### src/rtl/bseq_pkg.sv
package bseq_pkg;

  typedef enum logic [1:0] {
    M_LINEAR = 2'b00,
    M_WRAP8  = 2'b01,
    M_WRAP16 = 2'b10,
    M_WRAP32 = 2'b11
  } bseq_mode_e;

  typedef enum logic [1:0] {
    S_IDLE  = 2'b00,
    S_WAIT  = 2'b01,
    S_BURST = 2'b10,
    S_GAP   = 2'b11
  } bseq_st_e;

  localparam int unsigned MIN_LATENCY = 2;

endpackage

### src/rtl/bseq_addr_step.sv
module bseq_addr_step
  import bseq_pkg::*;
#(
  parameter int unsigned AW = 22
) (
  input  logic [AW-1:0] cur_addr,
  input  bseq_mode_e    mode,
  output logic [AW-1:0] nxt_addr,
  output logic [AW-1:0] wrap_mask
);
  // Bits inside the mask step and roll over; bits outside it are held.
  localparam int unsigned NMODES = 4;
  logic [AW-1:0] mask_tab [NMODES];

  for (genvar m = 0; m < NMODES; m++) begin : g_mask
    if (m == 0) begin : g_lin
      assign mask_tab[m] = '1;
    end else begin : g_wrap
      assign mask_tab[m] = AW'((1 << (m + 2)) - 1);
    end
  end

  assign wrap_mask = mask_tab[mode];

  always_comb begin
    nxt_addr = (cur_addr & ~wrap_mask) | ((cur_addr + AW'(1)) & wrap_mask);
  end

endmodule

### src/rtl/bseq_lat_ctrl.sv
module bseq_lat_ctrl
  import bseq_pkg::*;
#(
  parameter int unsigned AW         = 22,
  parameter int unsigned WAIT_W     = 4,
  parameter int unsigned BOUND_GAP  = 2,
  parameter int unsigned BOUND_LOG2 = 6
) (
  input  logic          clk,
  input  logic          rst,
  input  logic          en,
  input  logic          strobe,
  input  logic [AW-1:0] start_addr,
  input  logic [WAIT_W-1:0] cfg_wait,
  input  logic [1:0]    cfg_mode,
  output logic [AW-1:0] lead_addr,
  output bseq_mode_e    mode_q,
  output logic          lead_valid,
  output logic          lead_valid_nx
);
  localparam int unsigned GAP_BITS = (BOUND_GAP < 1) ? 1 : $clog2(BOUND_GAP + 1);
  localparam int unsigned CW       = (WAIT_W > GAP_BITS) ? WAIT_W : GAP_BITS;
  localparam logic [CW-1:0] ONE    = CW'(1);
  localparam logic [CW-1:0] GAP_LD = CW'(BOUND_GAP);
  localparam bit HAS_GAP           = (BOUND_GAP > 0);

  bseq_st_e      st, st_d;
  logic [CW-1:0] cnt, cnt_d;
  logic [AW-1:0] addr_d;
  bseq_mode_e    mode_d;
  logic [AW-1:0] step_addr, wmask;
  logic [CW-1:0] first_ld;
  logic          at_bound;

  bseq_addr_step #(.AW(AW)) u_step (
    .cur_addr (lead_addr),
    .mode     (mode_q),
    .nxt_addr (step_addr),
    .wrap_mask(wmask)
  );

  assign at_bound = &lead_addr[BOUND_LOG2-1:0];

  // The capture edge counts as one latency edge, so the counter holds L-1.
  always_comb begin
    if (cfg_wait < WAIT_W'(MIN_LATENCY)) first_ld = CW'(MIN_LATENCY - 1);
    else                                 first_ld = CW'(cfg_wait) - ONE;
  end

  always_comb begin
    st_d   = st;
    cnt_d  = cnt;
    addr_d = lead_addr;
    mode_d = mode_q;
    if (!en) begin
      st_d = S_IDLE;
    end else if (strobe) begin
      st_d   = S_WAIT;
      cnt_d  = first_ld;
      addr_d = start_addr;
      mode_d = bseq_mode_e'(cfg_mode);
    end else begin
      case (st)
        S_WAIT: begin
          if (cnt == ONE) st_d = S_BURST;
          else            cnt_d = cnt - ONE;
        end
        S_BURST: begin
          addr_d = step_addr;
          if (HAS_GAP && mode_q == M_LINEAR && at_bound) begin
            st_d  = S_GAP;
            cnt_d = GAP_LD;
          end
        end
        S_GAP: begin
          if (cnt == ONE) st_d = S_BURST;
          else            cnt_d = cnt - ONE;
        end
        default: st_d = S_IDLE;
      endcase
    end
  end

  always_ff @(posedge clk) begin
    if (rst) begin
      st        <= S_IDLE;
      cnt       <= '0;
      lead_addr <= '0;
      mode_q    <= M_LINEAR;
    end else begin
      st        <= st_d;
      cnt       <= cnt_d;
      lead_addr <= addr_d;
      mode_q    <= mode_d;
    end
  end

  assign lead_valid    = (st == S_BURST);
  assign lead_valid_nx = (st_d == S_BURST);

  // a waiting or pausing sequencer never holds an exhausted counter
  p_cnt_live_r3: assert property (@(posedge clk) disable iff (rst)
    (st == S_WAIT || st == S_GAP) |-> (cnt != '0));

  // a wrapping burst never changes the bits above its group
  p_wrap_group_r5: assert property (@(posedge clk) disable iff (rst)
    (st == S_BURST && en && !strobe && mode_q != M_LINEAR)
      |=> ((lead_addr | wmask) == $past(lead_addr | wmask)));

  // the captured mode only moves on a capture edge
  p_mode_hold_r10: assert property (@(posedge clk) disable iff (rst)
    !(en && strobe) |=> (mode_q == $past(mode_q)));

endmodule

### src/rtl/bseq_out_stage.sv
module bseq_out_stage #(
  parameter int unsigned AW = 22
) (
  input  logic          clk,
  input  logic          rst,
  input  logic          en,
  input  logic          strobe,
  input  logic          cfg_rdy_early,
  input  logic [AW-1:0] lead_addr,
  input  logic          lead_valid,
  input  logic          lead_valid_nx,
  output logic [AW-1:0] word_addr,
  output logic          word_valid,
  output logic          rdy
);
  logic early_q;

  always_ff @(posedge clk) begin
    if (rst || !en || strobe) begin
      word_addr  <= '0;
      word_valid <= 1'b0;
      rdy        <= 1'b0;
    end else begin
      word_addr  <= lead_addr;
      word_valid <= lead_valid;
      rdy        <= early_q ? lead_valid_nx : lead_valid;
    end
  end

  always_ff @(posedge clk) begin
    if (rst)                early_q <= 1'b0;
    else if (en && strobe)  early_q <= cfg_rdy_early;
  end

  // aligned ready mirrors valid
  p_rdy_aligned_r7: assert property (@(posedge clk) disable iff (rst)
    !early_q |-> (rdy == word_valid));

  // early ready is always followed by a valid beat
  p_rdy_lead_r8: assert property (@(posedge clk) disable iff (rst)
    (early_q && rdy && en && !strobe) |=> word_valid);

  // enable low empties the outputs
  p_kill_r9: assert property (@(posedge clk) disable iff (rst)
    !en |=> (!word_valid && !rdy));

endmodule

### src/rtl/bseq_top.sv
module bseq_top
  import bseq_pkg::*;
#(
  parameter int unsigned AW         = 22,
  parameter int unsigned WAIT_W     = 4,
  parameter int unsigned BOUND_GAP  = 2,
  parameter int unsigned BOUND_LOG2 = 6
) (
  input  logic              clk,
  input  logic              rst,
  input  logic              en,
  input  logic              strobe,
  input  logic [AW-1:0]     start_addr,
  input  logic [WAIT_W-1:0] cfg_wait,
  input  logic [1:0]        cfg_mode,
  input  logic              cfg_rdy_early,
  output logic [AW-1:0]     word_addr,
  output logic              word_valid,
  output logic              rdy
);
  logic [AW-1:0] lead_addr;
  bseq_mode_e    mode_q;
  logic          lead_valid, lead_valid_nx;

  bseq_lat_ctrl #(
    .AW(AW), .WAIT_W(WAIT_W), .BOUND_GAP(BOUND_GAP), .BOUND_LOG2(BOUND_LOG2)
  ) u_ctrl (
    .clk          (clk),
    .rst          (rst),
    .en           (en),
    .strobe       (strobe),
    .start_addr   (start_addr),
    .cfg_wait     (cfg_wait),
    .cfg_mode     (cfg_mode),
    .lead_addr    (lead_addr),
    .mode_q       (mode_q),
    .lead_valid   (lead_valid),
    .lead_valid_nx(lead_valid_nx)
  );

  bseq_out_stage #(.AW(AW)) u_out (
    .clk          (clk),
    .rst          (rst),
    .en           (en),
    .strobe       (strobe),
    .cfg_rdy_early(cfg_rdy_early),
    .lead_addr    (lead_addr),
    .lead_valid   (lead_valid),
    .lead_valid_nx(lead_valid_nx),
    .word_addr    (word_addr),
    .word_valid   (word_valid),
    .rdy          (rdy)
  );

  // a capture edge always leaves the outputs idle
  p_capture_clears_r2: assert property (@(posedge clk) disable iff (rst)
    (en && strobe) |=> (!word_valid && !rdy));

  // linear beats on consecutive cycles step by one
  p_lin_step_r4: assert property (@(posedge clk) disable iff (rst)
    (word_valid && en && !strobe && mode_q == M_LINEAR)
      |=> (!word_valid || word_addr == $past(word_addr) + AW'(1)));

  // the beat that closes a 64-word block is followed by a pause
  if (BOUND_GAP > 0) begin : g_gap_chk
    p_bound_pause_r6: assert property (@(posedge clk) disable iff (rst)
      (word_valid && en && !strobe && mode_q == M_LINEAR
        && (&word_addr[BOUND_LOG2-1:0])) |=> !word_valid);
  end

endmodule

### config.mk
export PLATFORM = sky130hd
export DESIGN_NAME = bseq_top
export DESIGN_NICKNAME = d
export VERILOG_FILES = /design/src/rtl/bseq_pkg.sv /design/src/rtl/bseq_addr_step.sv /design/src/rtl/bseq_lat_ctrl.sv /design/src/rtl/bseq_out_stage.sv /design/src/rtl/bseq_top.sv
export SDC_FILE = /design/constraint.sdc
export NUM_CORES = 1
export LEC_CHECK = 0
export ABC_AREA = 1
export ABC_CLOCK_PERIOD_IN_PS = 1700
export CORE_ASPECT_RATIO = 0.8
export CORE_MARGIN = 5
export CORE_UTILIZATION = 50
export DETAILED_ROUTE_END_ITERATION = 12
export PLACE_DENSITY = 0.79
export SLEW_MARGIN = 20
export SYNTH_ARGS = -nofsm -noshare
export SYNTH_HDL_FRONTEND = slang
export SYNTH_SLANG_ARGS = --single-unit
### constraint.sdc
create_clock -name clk -period 1.7 [get_ports clk]
set_input_delay 0.17 -clock clk [delete_from_list [all_inputs] [get_ports clk]]
set_output_delay 0.17 -clock clk [all_outputs]
set_load 0.02 [all_outputs]
# --- Word-level counts from Yosys, hierarchy flattened ---
# Index checks and enable logic that the tools add are counted.
totals:
  latch_bits: 0
  input_bits: 33
  mem_count: 0
  output_inout_bits: 24
  rom_bits: 0
  word_cells: 54
  regBits: 55
  ramBits: 0
op_classes:
  reduce_logical: 13
  magnitude_cmp: 2
  n_div: 0
  shift: 0
  mux: 16
  n_bitwise: 5
  mul: 0
  eq_ne: 7
  add_sub_neg: 3
ops:
  columns: ["op", "count"]
  rows:
  - ["$mux W22", 4]
  - ["$and A22 B22 Y22", 2]
  - ["$bmux W22 S2", 1]
  - ["$add A22 B1 Y22 const B", 1]
  - ["$not A22 Y22", 1]
  - ["$or A22 B22 Y22", 1]
  - ["$mux W4", 4]
  - ["$mux W2", 4]
  - ["$pmux W4 S2", 1]
  - ["$sub A4 B1 Y4 const B", 2]
  - ["$eq A2 B2 Y1 const B", 3]
  - ["$ne A3 B3 Y1 const B", 2]
  - ["$reduce_and A6 Y1", 1]
  - ["$eq A4 B1 Y1 const B", 1]
  - ["$lt A4 B2 Y1 const B", 1]
  - ["$pmux W2 S2", 1]
  - ["$reduce_and A2 Y1", 2]
  - ["$reduce_and A4 Y1", 1]
  - ["$ge A3 B3 Y1 const B", 1]
  - ["$not A2 Y3", 1]
  - ["$reduce_bool A3 Y1", 1]
  - ["$eq A2 B1 Y1 const B", 1]
  - ["$logic_and A1 B1 Y1", 2]
  - ["$logic_not A2 Y1", 1]
  - ["other kinds (5)", 6]

# --- Longest topological paths before layout ---
# Gate-level depths: netlist of run 1.
logic_depth:
  depth_word: 9
  depth_mapped: 9
  mapped_depth_nobuf: 9

# --- By module ---
# Synthesis of run 1 repeated with hierarchy kept, for this count alone.
unflattened:
  cells_unflattened: 440
  hier_area_um2: 3280.6
modules_own_cells:
  columns: ["module", "area_each_um2", "instances", "cells_each", "seq_area_each_um2"]
  rows:
  - ["bseq_lat_ctrl", 1655.3, 1, 212, 600.6]
  - ["bseq_out_stage", 820.8, 1, 86, 500.5]
  - ["bseq_addr_step", 804.5, 1, 142, 0.0]

# --- Least setup slack after synthesis of run 1 ---
# Ideal clock, no wire load.
synth_path:
  path_kind: "flip-flop to flip-flop"
  startpoint: "reg u_ctrl.lead_addr[0]"
  endpoint: "reg (tool-made name)"
  path_stages_with_launch: 9
  arrival_time_ps: 1260
  path_slack_ps: 321
  setup_ps: 119
  required_ps: 1581
  period_less_slack_ps: 1379
  n_path_buf: 0
  cell_sequence: "dfxtp_1 > ha_1 > nand3_2 > nor2_4 > nand3_2 > nor2_1 > nand3_1 > nand3_1 > a21oi_1"
synth_rtl:
  columns: ["element", "line", "source"]
  rows:
  - ["start: declaration", "bseq_lat_ctrl.sv:16", "output logic [AW-1:0] lead_addr,"]
  - ["start signal: assignment", "bseq_lat_ctrl.sv:93", "lead_addr <= addr_d;"]

==> results of run 1 <==
==> cell type report <==
cell class / instances / area [um^2] / share of cell area [%]
multi-input cells: 246 / 1290 / 37.4
repair buffers: 77 / 718 / 20.7
well taps: 62 / 77.6 / 2.24
clock inverters: 2 / 12.5 / 0.361
flip-flops and latches: 55 / 1100 / 31.8
clock buffers: 6 / 72.6 / 2.09
inverters: 50 / 189 / 5.45
==> synth_stat cells, types with 4 or more instances <==
cell and number:
a21oi_1 51, buf_2 5, dfxtp_1 55, ha_1 6, inv_1 45, nand2_1 45
nand2_2 6, nand3_1 18, nand3_2 5, nor2_1 40, nor3_1 4, o211ai_1 4
o21ai_0 35, o21ai_1 7
==> final timing paths <==
check	endpoint	depth (start not counted)
setup / recovery	flop	8
hold / removal	u_ctrl.lead_addr[0]	3
hold reg to reg	u_out.word_addr[21]	2
setup reg to reg	flop	8
==> through the flow <==
step / cells / setup TNS [ns] / setup slack, ns / hold slack (ns)
final: 498 / 0 / 0.120 / 0.412
after global routing: 498 / -0.00675 / -0.00675 / 0.434
after CTS: 495 / 0 / 0.136 / 0.413
after detailed placement: 487 / 0 / 0.0377 / 0.455
after global placement: 487 / 0 / 0.133 / 0.454
after floorplan: 361 / 0 / 0.321 / 0.239
==> worst min-delay path, delay by kind of cell <==
kind / cells / cell delay [ns]
buffers and inverters: 1 / 0.39
AOI/OAI and AO/OA: 1 / 0.07
and+or+nand+nor: 1 / 0.06
==> cell usage in the layout (no fill, tap or decap), drive strengths merged, types with 2 or more instances in the layout <==
master / count
a21oi: 52
a31oi: 3
buf: 21
clkbuf: 6
clkdlybuf4s50: 56
clkinv: 4
dfxtp: 55
ha: 6
inv: 47
nand2: 52
nand3: 23
nand4: 4
nor2: 45
nor3: 5
o211ai: 4
o21ai: 42
o22ai: 2
or2: 2
xor2: 3
==> logic make-up after synthesis <==
group                      synth area share (%)
and+or+nand+nor                            23.9
AOI/OAI and AO/OA                          21.2
buffers and inverters                      8.94
DFF                                        41.8
adders and majority gates                  2.85
xor gates and xnor gates                   1.33
==> power groups by stage <==
stage | Sequential [mW] | Combinational (mW) | Clock (mW)
6_report | 1.39 | 0.402 | 0.712
5_1_grt | 1.40 | 0.447 | 0.771
4_1_cts | 1.39 | 0.400 | 0.723
3_5_place_dp | 1.42 | 0.397 | 0
3_3_place_gp | 1.42 | 0.389 | 0
2_1_floorplan | 1.42 | 0.211 | 0
==> routing by layer <==
metal / global-route usage [%] / vias up / share of wire (%)
met5: 0 / - / 0
met4: 6.68 / 0 / 1.2
met2: 31.8 / 110 / 45
met1: 25.7 / 1184 / 45
li1: - / 1340 / -
met3: 4.60 / 9 / 8.7
==> flow_summary.json, run 1 <==
{
  "root_buffer": "clkbuf_8",
  "via_per_inst": 5.31,
  "switching_share_pct": 27.4,
  "hold_buffers": 0,
  "drv_cap": 0,
  "dp_hpwl_mm": 4.95,
  "grt_first_pass_wirelength_mm": 10.9,
  "status": "finished clean",
  "routed_wl_mm": 6.62,
  "min_period_ns": 1.58,
  "synthToLayoutAreaGrowth_pct": 31.7,
  "synthCells": 361,
  "grt_max_degree": 17,
  "drt-wirelength-per-cell_um": 13.3,
  "fin_skew_ns": 0.0134,
  "drtPass1Iterations": 4,
  "pwr-share-clk_pct": 28.4,
  "rsz0062_at_grt": "yes",
  "r2r-start": "u_ctrl.lead_addr[0]",
  "hold_viol": 0,
  "min_period_over_period_pct": 92.9,
  "powerDensity_nw_per_um2": 723,
  "vdd_drop_max_uv": 448,
  "yosys-top-cells-area": "dfxtp_1 42%, a21oi_1 9.7%, o21ai_0 6.7%",
  "worstPathRequired_ns": 1.90,
  "synth_nets": 400,
  "critPathTopFamily": "simple AND/OR/NAND/NOR gates",
  "antenna_found_initial": 0,
  "slew_viol_final": 0,
  "synth.top_cell.area_share_pct": 41.8,
  "insertion_delay_ns": 0.31,
  "cts_resized": 0,
  "max_freq_mhz": 633,
  "postCtsSetupRepairBufs": 0,
  "die_width_um": 91.1,
  "fin_util_pct": 68.4,
  "worstSetupEndpointType": "flop",
  "worstPathArrival_ns": 1.78,
  "ys_ff_latch": 55,
  "clk_path_buf_depth": 2,
  "design_area_um2": 3470,
  "drc": 0,
  "ios": 57,
  "critical_path_buf_inv_count": 0,
  "relSlewSlack_pct": 78.2,
  "yosys_most_used_dff": "dfxtp_1",
  "num_rows": 23,
  "critPathLaunch": "u_ctrl.lead_addr[0]",
  "avgSynthCellArea_um2": 7.29,
  "cts_buffers": 5,
  "report.power.total_mw": 2.50,
  "nets": 474,
  "comb_power_share_pct": 16.0,
  "internal-power_mw": 1.82,
  "drive_gt1_share_pct": 12.4,
  "r2r_slack_ns": 0.12,
  "max_stage_delay_ns": 0.35,
  "hold_path_startpoint": "start_addr[0]",
  "antenna_left": 0,
  "grt.overflow.total": 0,
  "floorplan.initialDensity_pct": 52.0,
  "finalSetupViolations": 0,
  "clk_pin_slew_ns": 0.10,
  "fp.dieArea_um2": 6820,
  "pwr-share-seq_pct": 55.5,
  "cts_max_level": 2,
  "cts.sinks": 55,
  "grt_usage_pct": 19.4,
  "syn_area_um2": 2630,
  "synth_warnings": 0,
  "io_buffer_count": 56,
  "core_area_um2": 5060,
  "tritoncts": "done",
  "p_leak_nw": 1.32,
  "vias": 2643,
  "ys_types": 33,
  "diodes": 0,
  "grt_pass1_vias": 2464,
  "chipHeight_um": 74.9,
  "place.gp.congestion": 0.912,
  "worst_pin_slew_ns": 0.324,
  "cp-start-kind": "flop",
  "switchingPower_uw": 685,
  "path_class": "reg2reg",
  "placed_cell_area_um2": 3360,
  "seq_area_frac_synth_pct": 41.8,
  "cpMaxStageDelayCell": "dfxtp_1",
  "cp_cell_sequence": "ha_1 -> nand3_2 -> nor2_4 -> nand3_2 -> nor2_1 -> nand3_1 -> nand3_1 -> a21oi_1",
  "yosys.area.top_type": "dfxtp_1",
  "hold_class": "in2reg",
  "crit_fanout": 6,
  "synth-edff-count": 0,
  "drtIter0Drc": 139,
  "fill_cells": 418,
  "async_reset_ff_share_pct": 0
}
Power figures use the tool's default switching activity.
==> run 2: changes to the inputs <==
- ABC_CLOCK_PERIOD_IN_PS: 1700 -> default
- CTS_CLUSTER_SIZE: default -> 25
- REMOVE_ABC_BUFFERS: default -> 1
==> flow_summary.json, run 2 (same netlist as run 1, synthesis figures left out) <==
{
  "grt.overflow.total": 0,
  "cpMaxStageDelayCell": "dfxtp_1",
  "switchingPower_uw": 679,
  "critPathTopFamily": "simple AND/OR/NAND/NOR gates",
  "design_area_um2": 3500,
  "drc": 0,
  "insertion_delay_ns": 0.31,
  "cts_buffers": 5,
  "vias": 2600,
  "drtIter0Drc": 146,
  "grt_usage_pct": 20.6,
  "path_class": "reg2reg",
  "pwr-share-clk_pct": 32.0,
  "synthToLayoutAreaGrowth_pct": 33.0,
  "layout.cells.most_common_list": "56 x clkdlybuf4s50_1, 55 x dfxtp_1, 51 x a21oi_1, 45 x inv_1, 45 x nand2_1",
  "hold_class": "in2reg",
  "max_stage_delay_ns": 0.34,
  "setup_ws_ns": 0.176,
  "comb_power_share_pct": 15.5,
  "worst_pin_slew_ns": 0.335,
  "routed_wl_mm": 6.81,
  "nets": 474,
  "worstSetupEndpointType": "flop",
  "r2r_slack_ns": 0.18,
  "cts_max_level": 2,
  "io_buffer_count": 56,
  "hold_path_startpoint": "start_addr[1]",
  "cts.sinks": 55,
  "grt_first_pass_wirelength_mm": 11.4,
  "diodes": 0,
  "powerDensity_nw_per_um2": 757,
  "finalSetupViolations": 0,
  "internal-power_mw": 1.97,
  "place_ws_ns": -0.0311,
  "root_buffer": "clkbuf_8",
  "fin_skew_ns": 0.00817,
  "relSlewSlack_pct": 77.5,
  "slew_viol_final": 0,
  "place.gp.congestion": 0.965,
  "clk_path_buf_depth": 2,
  "switching_share_pct": 25.6,
  "cp_cell_sequence": "ha_1 -> nand3_2 -> nor2_4 -> nand3_2 -> nor2_2 -> nand3_1 -> nand3_1 -> a21oi_1",
  "grt_max_degree": 19,
  "critical_path_buf_inv_count": 0,
  "crit_fanout": 5,
  "drtPass1Iterations": 4,
  "r2r-start": "u_ctrl.lead_addr[0]",
  "tritoncts": "done",
  "dp_hpwl_mm": 5.26,
  "placed_cell_area_um2": 3390,
  "hold_depth": 3,
  "hold_viol": 0,
  "p_leak_nw": 1.33,
  "status": "finished clean",
  "drt-wirelength-per-cell_um": 13.7,
  "max_freq_mhz": 656,
  "worstPathRequired_ns": 1.91,
  "rsz0062_at_grt": "no",
  "fp.dieArea_um2": 6820,
  "grt_pass1_vias": 2466,
  "pwr-share-seq_pct": 52.5,
  "drv_cap": 0,
  "cp-start-kind": "flop",
  "die_width_um": 91.1,
  "ios": 57,
  "core_area_um2": 5060,
  "vdd_drop_max_uv": 546,
  "via_per_inst": 5.23,
  "chipHeight_um": 74.9,
  "floorplan.initialDensity_pct": 52.0,
  "min_to": "u_ctrl.lead_addr[1]",
  "min_period_over_period_pct": 89.6,
  "min_period_ns": 1.52,
  "mostFrequentLayoutCell": "clkdlybuf4s50_1",
  "postCtsSetupRepairBufs": 0,
  "r2r_cells": 8,
  "clk_pin_slew_ns": 0.10,
  "worstPathArrival_ns": 1.73,
  "drive_gt1_share_pct": 12.4,
  "num_rows": 23,
  "antenna_left": 0,
  "antenna_found_initial": 0
}
==> run 2: worst max path at each step <==
stage | to | slack [ns] | cells after the start | from
floorplan | flop | 0.32 | 8 | u_ctrl.lead_addr[0]
global placement | u_ctrl.cnt[2] | 0.07 | 8 | strobe
detailed placement | u_ctrl.cnt[2] | -0.03 | 8 | strobe
CTS | flop | 0.13 | 8 | u_ctrl.lead_addr[1]
global route | flop | 0.02 | 8 | u_ctrl.lead_addr[1]
finish | flop | 0.18 | 8 | u_ctrl.lead_addr[0]
==> run 2: power by group through the flow <==
stage / Combinational, mW / Sequential [mW] / Clock [mW]
global placement: 0.402 / 1.42 / 0
detailed placement: 0.408 / 1.42 / 0
CTS: 0.410 / 1.39 / 0.871
global route: 0.456 / 1.40 / 0.916
floorplan: 0.196 / 1.42 / 0
finish: 0.411 / 1.39 / 0.848
==> run 2: stage by stage <==
step	TNS [ns]	instances	hold WS (ns)	total power, mW	util, %
after floorplan	0	351	0.239	1.61	-
after global routing	0	497	0.453	2.77	69.1
final	0	497	0.445	2.65	69.1
after detailed placement	-0.0574	490	0.462	1.83	67.0
after CTS	0	497	0.443	2.67	69.0
after global placement	0	490	0.459	1.82	67.0
==> run 2: what timing repair did <==
action,in CTS,in global routing
endpoints found under the setup margin,0,1
gates resized for setup,0,1
hold buffers,0,0
==> run 2: routing by layer <==
metal	share of wire [%]	track usage, %	vias up
met3	8.8	4.70	7
met4	0.65	5.21	0
met2	45	33.5	86
li1	-	-	1337
met1	46	28.2	1170
met5	0	0	-
==> run 2: final cells by class <==
cell class              count  area, um^2
fillers                   434        1570
repair buffers             77         731
multi-input cells         246        1300
inverters                  50         189
well taps                  62        77.6
clock inverters             1        30.0
flip-flops and latches     55        1100
clock buffers               6        72.6
==> run 2: worst register-to-register path, stage by stage, from the launching register on <==
cell	delay [ns]
dfxtp_1	0.34
ha_1	0.21
nand3_2	0.13
nor2_4	0.18
nand3_2	0.16
nor2_2	0.15
nand3_1	0.09
nand3_1	0.10
a21oi_1	0.07
==> run 3: changes to the inputs <==
- CTS_CLUSTER_DIAMETER: default -> 200
- SLEW_MARGIN: 20 -> 25
==> results of run 3 <==
Final layout, timing and power as in run 2 (identical DEF).
